## src/rtl/ctr_flush_pkg.sv

```systemverilog
package ctr_flush_pkg;

  // next value of a saturating counter held in 32 bits
  function automatic int unsigned sat_next(input int unsigned cur, input int unsigned top);
    return (cur >= top) ? top : cur + 1;
  endfunction

  // membership rule of the threshold set
  function automatic logic over_thr(input int unsigned v, input int unsigned thr);
    return v >= thr;
  endfunction

endpackage

```

## src/rtl/ctr_flush_small_bank.sv

```systemverilog
module ctr_flush_small_bank #(
  parameter int unsigned N   = 8,
  parameter int unsigned SW  = 3,
  parameter int unsigned THR = 3,
  localparam int unsigned IW = $clog2(N)
) (
  input  logic                  clk,
  input  logic                  rst_n,
  input  logic                  inc_valid,
  input  logic [IW-1:0]         inc_idx,
  input  logic                  clr_valid,
  input  logic [IW-1:0]         clr_idx,
  output logic [N-1:0][SW-1:0]  vals,
  output logic [N-1:0]          hot,
  output logic [SW-1:0]         inc_newval,
  output logic                  inc_sat,
  output logic                  ovf
);
  import ctr_flush_pkg::*;
  localparam int unsigned TOP = (1 << SW) - 1;

  logic [SW-1:0] base;

  always_comb begin
    base       = (clr_valid && clr_idx == inc_idx) ? '0 : vals[inc_idx];
    inc_newval = SW'(sat_next(32'(base), TOP));
    inc_sat    = inc_valid && (32'(base) == TOP);
  end

  always_ff @(posedge clk) begin
    if (!rst_n) begin
      vals <= '0;
      hot  <= '0;
      ovf  <= 1'b0;
    end else begin
      for (int i = 0; i < N; i++) begin
        if (inc_valid && inc_idx == IW'(i)) begin
          vals[i] <= inc_newval;
          hot[i]  <= over_thr(32'(inc_newval), THR);
        end else if (clr_valid && clr_idx == IW'(i)) begin
          vals[i] <= '0;
          hot[i]  <= 1'b0;
        end
      end
      if (inc_sat) ovf <= 1'b1;
    end
  end
endmodule

```

## src/rtl/ctr_flush_window.sv

```systemverilog
module ctr_flush_window #(
  parameter int unsigned N   = 8,
  parameter int unsigned SW  = 3,
  parameter int unsigned WIN = 6,
  localparam int unsigned IW = $clog2(N),
  localparam int unsigned CW = (WIN > 1) ? $clog2(WIN) : 1
) (
  input  logic          clk,
  input  logic          rst_n,
  input  logic          inc_valid,
  input  logic [IW-1:0] inc_idx,
  input  logic [SW-1:0] inc_newval,
  output logic [IW-1:0] best_idx,
  output logic          win_done
);
  logic [CW-1:0] cnt;
  logic [SW-1:0] best_val;
  logic          first;

  always_comb begin
    first    = (cnt == '0);
    win_done = inc_valid && (32'(cnt) == WIN - 1);
  end

  always_ff @(posedge clk) begin
    if (!rst_n) begin
      cnt      <= '0;
      best_idx <= '0;
      best_val <= '0;
    end else if (inc_valid) begin
      if (first || inc_newval > best_val) begin
        best_idx <= inc_idx;
        best_val <= inc_newval;
      end
      cnt <= win_done ? '0 : cnt + 1'b1;
    end
  end
endmodule

```

## src/rtl/ctr_flush_victim.sv

```systemverilog
module ctr_flush_victim #(
  parameter int unsigned N   = 8,
  parameter int unsigned SW  = 3,
  parameter int unsigned THR = 3,
  localparam int unsigned IW = $clog2(N)
) (
  input  logic [IW-1:0]        best_idx,
  input  logic [N-1:0][SW-1:0] vals,
  input  logic [N-1:0]         hot,
  output logic [IW-1:0]        victim,
  output logic [SW-1:0]        victim_val
);
  import ctr_flush_pkg::*;

  function automatic logic [IW-1:0] low_idx(input logic [N-1:0] m);
    logic [IW-1:0] r;
    r = '0;
    for (int k = N - 1; k >= 0; k--) if (m[k]) r = IW'(k);
    return r;
  endfunction

  always_comb begin
    if (over_thr(32'(vals[best_idx]), THR)) victim = best_idx;
    else if (|hot)                          victim = low_idx(hot);
    else                                    victim = best_idx;
    victim_val = vals[victim];
  end
endmodule

```

## src/rtl/ctr_flush_wide_bank.sv

```systemverilog
module ctr_flush_wide_bank #(
  parameter int unsigned N  = 8,
  parameter int unsigned SW = 3,
  parameter int unsigned WW = 12,
  localparam int unsigned IW = $clog2(N)
) (
  input  logic          clk,
  input  logic          rst_n,
  input  logic          add_en,
  input  logic [IW-1:0] add_idx,
  input  logic [SW-1:0] add_val,
  input  logic [IW-1:0] rd_idx,
  output logic [WW-1:0] rd_data
);
  logic [N-1:0][WW-1:0] wide;

  function automatic logic [WW-1:0] wide_add(input logic [WW-1:0] a, input logic [SW-1:0] b);
    return a + WW'(b);
  endfunction

  always_ff @(posedge clk) begin
    if (!rst_n) wide <= '0;
    else if (add_en) wide[add_idx] <= wide_add(wide[add_idx], add_val);
  end

  assign rd_data = wide[rd_idx];
endmodule

```

## src/rtl/ctr_flush_ctrl.sv

```systemverilog
module ctr_flush_ctrl #(
  parameter int unsigned N   = 8,
  parameter int unsigned SW  = 3,
  parameter int unsigned WW  = 12,
  parameter int unsigned WIN = 6,
  parameter int unsigned THR = 3,
  localparam int unsigned IW = $clog2(N)
) (
  input  logic          clk,
  input  logic          rst_n,
  input  logic          inc_valid,
  input  logic [IW-1:0] inc_idx,
  input  logic [IW-1:0] rd_idx,
  output logic          flush_valid,
  output logic [IW-1:0] flush_idx,
  output logic [SW-1:0] flush_val,
  output logic [WW-1:0] rd_data,
  output logic          ovf
);
  logic [N-1:0][SW-1:0] vals;
  logic [N-1:0]         hot;
  logic [SW-1:0]        inc_newval;
  logic                 inc_sat;
  logic [IW-1:0]        best_idx;
  logic                 win_done;
  logic                 flush_go;
  logic [IW-1:0]        victim;
  logic [SW-1:0]        victim_val;

  ctr_flush_small_bank #(.N(N), .SW(SW), .THR(THR)) u_small (
    .clk(clk), .rst_n(rst_n), .inc_valid(inc_valid), .inc_idx(inc_idx),
    .clr_valid(flush_go), .clr_idx(victim), .vals(vals), .hot(hot),
    .inc_newval(inc_newval), .inc_sat(inc_sat), .ovf(ovf));

  ctr_flush_window #(.N(N), .SW(SW), .WIN(WIN)) u_win (
    .clk(clk), .rst_n(rst_n), .inc_valid(inc_valid), .inc_idx(inc_idx),
    .inc_newval(inc_newval), .best_idx(best_idx), .win_done(win_done));

  ctr_flush_victim #(.N(N), .SW(SW), .THR(THR)) u_pick (
    .best_idx(best_idx), .vals(vals), .hot(hot),
    .victim(victim), .victim_val(victim_val));

  ctr_flush_wide_bank #(.N(N), .SW(SW), .WW(WW)) u_wide (
    .clk(clk), .rst_n(rst_n), .add_en(flush_go), .add_idx(victim),
    .add_val(victim_val), .rd_idx(rd_idx), .rd_data(rd_data));

  always_ff @(posedge clk) begin
    if (!rst_n) begin
      flush_go    <= 1'b0;
      flush_valid <= 1'b0;
      flush_idx   <= '0;
      flush_val   <= '0;
    end else begin
      flush_go    <= win_done;
      flush_valid <= flush_go;
      if (flush_go) begin
        flush_idx <= victim;
        flush_val <= victim_val;
      end
    end
  end
endmodule

```

## config.mk

```make
export PLATFORM = sky130hd
export DESIGN_NAME = ctr_flush_ctrl
export DESIGN_NICKNAME = d
export VERILOG_FILES = /design/src/rtl/ctr_flush_pkg.sv /design/src/rtl/ctr_flush_small_bank.sv /design/src/rtl/ctr_flush_window.sv /design/src/rtl/ctr_flush_victim.sv /design/src/rtl/ctr_flush_wide_bank.sv /design/src/rtl/ctr_flush_ctrl.sv
export SDC_FILE = /design/constraint.sdc
export NUM_CORES = 1
export LEC_CHECK = 0
export ABC_AREA = 1
export BUFFER_PORTS_ARGS = -buffer_cell sky130_fd_sc_hd__buf_2
export CORE_AREA = 8 8 129 131
export DETAILED_ROUTE_END_ITERATION = 10
export DIE_AREA = 0 0 137 139
export GPL_TIMING_DRIVEN = 0
export PLACE_DENSITY = 0.77
export REMOVE_ABC_BUFFERS = 1
export SLEW_MARGIN = 0
export SYNTH_ARGS = -nofsm -noshare
export SYNTH_HDL_FRONTEND = slang
export SYNTH_HIERARCHICAL = 1
export SYNTH_SLANG_ARGS = --single-unit
```

## constraint.sdc

```tcl
create_clock -name clk -period 5 [get_ports clk]
set_clock_uncertainty 0.1 [all_clocks]
set_input_delay 0.75 -clock clk [delete_from_list [all_inputs] [get_ports clk]]
set_output_delay 0.75 -clock clk [all_outputs]
set_load 0.005 [all_outputs]
```

# --- Word level (Yosys, flattened, before mapping) ---
# Index checks and enable logic that the tools add are counted.
# W data, S select, Z words.
totals:
  regBits: 146
  input_bits: 9
classes:
  n_addsub: 3
  n_lt_le_gt_ge: 9
  n_eq_ne: 17
  n_mux: 58
  n_reduce_logical: 34
op_table:
  columns: ["cell", "count"]
  rows:
  - ["$bwmux W96", 1]
  - ["$mux W3", 32]
  - ["$bmux W12 S3", 2]
  - ["$demux W12 S3", 1]
  - ["$mux W12", 3]
  - ["$eq A3 B3 Y1 const B", 10]
  - ["$bmux W3 S3", 3]
  - ["$logic_and A1 B1 Y1", 20]
  - ["$lt A3 B4 Y1 const B", 4]
  - ["$mux W1", 16]
  - ["$reduce_bool A2 Y1", 8]
  - ["$add A12 B3 Y12", 1]
  - ["$eq A3 B2 Y1 const B", 4]
  - ["$logic_not A3 Y1", 3]
  - ["$reduce_or A8 Y1", 1]
  - ["$add A3 B1 Y3 const B", 2]
  - ["$eq A3 B1 Y1 const B", 2]
  - ["$ge A3 B2 Y1 const B", 2]
  - ["$eq A3 B3 Y1", 1]
  - ["$ge A3 B1 Y1 const B", 1]
  - ["$ge A3 B3 Y1 const B", 1]
  - ["$gt A3 B3 Y1", 1]
  - ["$reduce_and A2 Y1", 1]
  - ["$logic_or A1 B1 Y1", 1]

# --- Depth between registers and ports, before layout ---
depth:
  word_depth: 18
  mapped_depth: 33

# --- By module ---
# The synthesis kept the hierarchy.
modules_own_cells:
  columns: ["module", "instances", "cells_each", "area_each_um2"]
  rows:
  - ["ctr_flush_wide_bank", 1, 930, 5740.5]
  - ["ctr_flush_small_bank", 1, 269, 1751.7]
  - ["ctr_flush_victim", 1, 154, 708.2]
  - ["ctr_flush_window", 1, 73, 525.5]
  - ["ctr_flush_ctrl", 1, 44, 311.5]

# --- Least setup slack after synthesis ---
# OpenSTA, ideal clock, no wires.
synth_timing:
  path_kind: "register to register"
  from: "reg u_win.best_idx[0]"
  to: "reg u_win.best_idx[1]"
  arrival_ns: 3.857
  required_ns: 4.785
  setup_slack_ns: 0.928
  stages_incl_launch_ff: 27
  n_path_buf: 2
  period_less_slack_ns: 4.072
  path_cell_list: "dfxtp_1 -> buf_6 -> nand2_1 -> nand2_1 -> nor2_1 -> nand2_1 -> nand3_2 -> o21ai_0 -> a21oi_1 -> xnor2_1 -> inv_1 -> nor2_1 -> nand2_1 -> nand3_1 -> inv_1 -> ha_1 -> ha_1 -> inv_1 -> nand3_4 -> ha_1 -> a21oi_2 -> nand2_1 -> nand2_1 -> nand2_2 -> buf_6 -> a21oi_1 -> nor2_1"
synth_via:
  elab_chain_cells: 12
  elab_cells_between_ends: 14
  cone_classes: "1 x add/sub; 3 x order compare; 1 x eq/ne; 6 x mux; 3 x reduce/logical"
synth_lines:
  columns: ["item", "line_no", "source"]
  rows:
  - ["start: declaration", "ctr_flush_window.sv:13", "output logic [IW-1:0] best_idx,"]
  - ["start signal: assignment", "ctr_flush_window.sv:32", "best_idx <= inc_idx;"]
  - ["$bmux W3 S3 *", "ctr_flush_victim.sv:23", "if (over_thr(32'(vals[best_idx]), THR)) victim = best_idx;"]
  - ["$mux W3 (not written as such) *", "ctr_flush_victim.sv:23", null]
  - ["$ge A3 B2 Y1 *", "ctr_flush_pkg.sv:10", "return v >= thr;"]
  - ["$mux W3 *", "ctr_flush_victim.sv:23", null]
  - ["named net victim[2]", "ctr_flush_ctrl.sv:27", "logic [IW-1:0] victim;"]
  - ["$eq A3 B3 Y1 *", "ctr_flush_small_bank.sv:25", "base = (clr_valid && clr_idx == inc_idx) ? '0 : vals[inc_idx];"]
  - ["$logic_and A1 B1 Y1 *", "ctr_flush_small_bank.sv:25", null]
  - ["$mux W3 *", "ctr_flush_small_bank.sv:25", null]
  - ["$add A3 B1 Y3 or $ge A3 B3 Y1 (tied branches)", "ctr_flush_pkg.sv:5", "return (cur >= top) ? top : cur + 1;"]
  - ["$mux W3 *", "ctr_flush_pkg.sv:5", null]
  - ["named net inc_newval[2]", "ctr_flush_ctrl.sv:22", "logic [SW-1:0] inc_newval;"]
  - ["$gt A3 B3 Y1 *", "ctr_flush_window.sv:31", "if (first || inc_newval > best_val) begin"]
  - ["$logic_or A1 B1 Y1 *", "ctr_flush_window.sv:31", null]
  - ["$reduce_and A2 Y1 (no source line) *", null, null]
# The timed path passes the listed nets; every way through them passes the cells marked *. The select of a mux whose other input is x is not followed.
# A chain may end at the register's enable or synchronous reset.

# --- Final worst setup path ---
layout_timing:
  from: "reg u_small.hot[4]"
  to: "reg u_win.best_idx[0]"
layout_via:
  elab_chain_cells: 15
  elab_cells_between_ends: 17
  cone_classes: "1 x add/sub; 2 x order compare; 1 x eq/ne; 9 x mux; 4 x reduce/logical"
layout_lines:
  columns: ["item", "line_no", "source"]
  rows:
  - ["start: declaration", "ctr_flush_small_bank.sv:14", "output logic [N-1:0] hot,"]
  - ["start signal: indexed assignment", "ctr_flush_small_bank.sv:39", "hot[i] <= over_thr(32'(inc_newval), THR);"]
  - ["$mux W3 (5 in series)", "ctr_flush_victim.sv:18", "for (int k = N - 1; k >= 0; k--) if (m[k]) r = IW'(k);"]
  - ["$mux W3 *", "ctr_flush_victim.sv:24", "else if (|hot) victim = low_idx(hot);"]
  - ["$mux W3 *", "ctr_flush_victim.sv:23", null]
  - ["named net victim[0]", "ctr_flush_ctrl.sv:27", null]
  - ["$eq A3 B3 Y1 *", "ctr_flush_small_bank.sv:25", null]
  - ["$logic_and A1 B1 Y1 *", "ctr_flush_small_bank.sv:25", null]
  - ["$mux W3 *", "ctr_flush_small_bank.sv:25", null]
  - ["$add A3 B1 Y3 or $ge A3 B3 Y1 (tied branches)", "ctr_flush_pkg.sv:5", null]
  - ["$mux W3 *", "ctr_flush_pkg.sv:5", null]
  - ["named net inc_newval[2]", "ctr_flush_ctrl.sv:22", null]
  - ["$gt A3 B3 Y1 *", "ctr_flush_window.sv:31", null]
  - ["$logic_or A1 B1 Y1 *", "ctr_flush_window.sv:31", null]
  - ["$reduce_and A2 Y1 (no source line) *", null, null]
# The timed path passes the listed nets; every way through them passes the cells marked *.

==> impl_results.md <==
- Setup violations, final: 0
- Top cell type's share of synthesized area: 0.323
- Number of global-route vias before repair: 8516
- Outcome: complete, no violations
- Final wirelength: 25.5 mm
- First-pass GRT wire length: 41.1 mm
- CTS Buffer Depth: 2
- Final Hold Viols: 0
- # H-tree levels: 4
- Worst vdd ir: 329 uV
- DRT antenna net count: 0
- Total gr overflow: 0
- RSZ-0062 raised after global routing: false
- Via count: 9233
- Top-Level Pins: 29
- CTS Root Cell: clkbuf_16
- GP Congestion: 0.933
- Clk pwr share: 0.365
- Crit-path max cell delay: 0.38 ns
- Leakage power: 4.69 nW
- Most common cell in the netlist: nand2_1
- Combinational power share: 0.293
- CTS-repair resized insts: 3
- Signal arrival time at the worst endpoint: 4.90 ns
- Sw power: 1.30 mW
- CP max FO: 33
- Main area contributors after synthesis: dfxtp_1 (32%), nand2_1 (15%), inv_1 (11%), a21oi_1 (9.4%), o21ai_0 (6.4%)
- Initial core utilization: 0.613
- Max Slew Vio Count: 0
- Setup TNS: 0 ns
- Register area share after synthesis: 0.323
- Sequential share of power: 0.341
- Post-CTS setup buffer count: 0
- Min-Delay Path Class: reg -> reg
- Cell count after synthesis: 1470
- # clock sinks: 146
- Crit. End Element: flop
- Buf/Inv on CP: 6
- Cts-stage hold buffer count: 0
- Crit path max-delay family: simple AND/OR/NAND/NOR gates
- DP HPWL: 16.4 mm
- FP Rows: 45
- Clock Latency Late Sink: 0.43 ns
- Pint: 2.24 mW
- Avg Inst Size Synth: 6.15 um^2
- Largest area contributor in the netlist: dfxtp_1
- Drc violations: 0
- Number of CTS-inserted buffers: 17
- Crit-path slowest cell: ha_1
- Vias per cell: 5.57
- FFs w/ async S/R, synth: 0
- Critical Path RT: 5.22 ns
- Layout net count: 1479
- Synth Warn #: 6
- Core Box Area: 14800 um^2
- Die width: 137 um
- Initial DRC count: 749
- Ant. Diodes: 0
- Max-cap violations: 0
- Initial antenna violation count: 0
- GRT Total Usage: 0.268
- Post-synth EDFFs: 0
- Share of layout cells above drive strength 1: 0.0904
- Pin count of the biggest net entering global routing: 73
- Commonest cells in the netlist: nand2_1 (370), inv_1 (266), a21oi_1 (169)
- Clock transition at the registers of the reported paths: 0.06 ns
- Fin crit period: 4.68 ns
- Crit-path most repeated cell: nand2_1
- Pwr per Cell Area: 363 nW/um^2
- CTS tree: yes
- F_max: 0.214 GHz
- Die area: 19000 um^2
- Post-synth cell types: 43
- Switching Fraction: 0.367
- Seq cells post-synth: 146
- Routed WL per cell: 15.4 um
- Height of the die: 139 um
- Critical path type: reg -> reg
- Worst setup SP type: flop
- Tcrit/Tclk final: 0.936
- Detailed-router iteration count before antenna repair: 8
- WHS: 0.368 ns
- Layout Area Growth over Synthesis: 7.82%
- Slew of the pin with the lowest slew margin: 1.35 ns
- Synth Cell Area: 9040 um^2
- Main synth FF type: dfxtp_1
- Port bufs: 28
- Rel. slew slack: 0.0964
## cell usage in the layout, fill, tap and decap left out, types with 5 or more instances in the layout
cell type  Yosys  final
a21oi_1      169    168
a221oi_1       8      8
a31oi_1       14     14
buf_2         10     28
clkbuf_16      0     17
clkinv_2       0      6
dfxtp_1      146    144
ha_1          11     11
inv_1        266    263
inv_2         10      9
nand2_1      370    370
nand2_2       18     17
nand3_1      101    101
nand3_2        9      9
nor2_1       113    112
nor2_2        10     11
nor2_4         5      5
o211ai_1       6      6
o21ai_0      116    116
o21ai_1        7      7
## cell families (layout without fill, tap and decap cells)
family | after synthesis | after routing | share of synthesized area
AO/OA/AOI/OAI | 327 | 327 | 0.191
adder cells (fa/ha/maj) | 12 | 12 | 0.0174
flip-flops | 146 | 146 | 0.323
XOR/XNOR | 5 | 5 | 0.00485
buffers and inverters | 337 | 338 | 0.151
AND/OR/NAND/NOR | 643 | 643 | 0.312
## metal layers
metal  wire length, um  track usage
met2             12200        0.439
met5                 0            0
met4              1240        0.156
met3              1680       0.0475
met1             10300        0.320
## sequential cells by signal (all words and copies together) (netlist names)
register / cells
u_win/best_val: 3
flush_idx: 3
u_win/cnt: 3
u_small/hot: 8
flush_go: 1
u_small/ovf: 1
flush_valid: 1
u_win/best_idx: 3
u_small/vals: 24
flush_val: 3
u_wide/wide: 96
## power groups by stage
stage                     Combinational (mW)  Clock [mW]  Sequential, mW
after floorplan                        0.696           0            1.22
after detailed placement               0.993           0            1.23
after global placement                 0.981           0            1.23
final                                   1.04        1.29            1.21
after CTS                               1.01        1.31            1.20
after global routing                    1.15        1.35            1.21
## worst paths after layout
path / to / start / cells past startpoint / slack, ns
worst min-delay path: u_small/ovf$_SDFFE_PN0P_ / u_small/ovf$_SDFFE_PN0P_ / 2 / 0.37
worst min register to register: u_small/ovf$_SDFFE_PN0P_ / u_small/ovf$_SDFFE_PN0P_ / 2 / 0.37
worst max-delay path: u_win/best_idx[0]$_SDFFE_PN0P_ / u_small/hot[4]$_SDFFE_PN0P_ / 27 / 0.32
worst max register to register: u_win/best_idx[0]$_SDFFE_PN0P_ / u_small/hot[4]$_SDFFE_PN0P_ / 27 / 0.32
## worst reg2reg max path, cell delays in order, from the launching register on
cell and delay [ns]:
dfxtp_1 0.33, or2_1 0.26, nor2_1 0.18, nand2_1 0.15
inv_1 0.13, nor2_4 0.05, nand2_2 0.22, nand2_4 0.18
inv_8 0.21, buf_12 0.22, inv_1 0.09, nand2_1 0.06
nand3_1 0.07, nor2_1 0.10, nand2_1 0.12, nand3_1 0.14
inv_1 0.09, ha_1 0.21, ha_1 0.27, inv_1 0.14
nand3_4 0.19, ha_1 0.39, a21oi_2 0.12, nand2_1 0.06
nand2_1 0.08, nand2_2 0.16, a21oi_1 0.19, nor2_1 0.06
## layout make-up
| class | instances | area [um^2] |
|---|---|---|
| Fill cell | 1393 | 5010 |
| Multi-Input combinational cell | 987 | 4770 |
| Sequential cell | 146 | 2930 |
| Inverter | 277 | 1060 |
| Clock buffer | 18 | 429 |
| Tap cell | 188 | 235 |
| Clock inverter | 14 | 163 |
| Timing Repair Buffer | 29 | 160 |
## metrics by stage
step	utilization	total power, mW	setup WS (ns)	std cells	cell area, um^2
after global routing	0.661	3.71	0.0146	1659	9740
after CTS	0.658	3.52	0.0382	1659	9710
final	0.661	3.53	0.320	1659	9740
after global placement	0.616	2.21	-1.87	1626	9080
after detailed placement	0.617	2.22	-0.432	1627	9110
after floorplan	-	1.92	0.0375	1410	8710
Power figures use the tool's default switching activity.
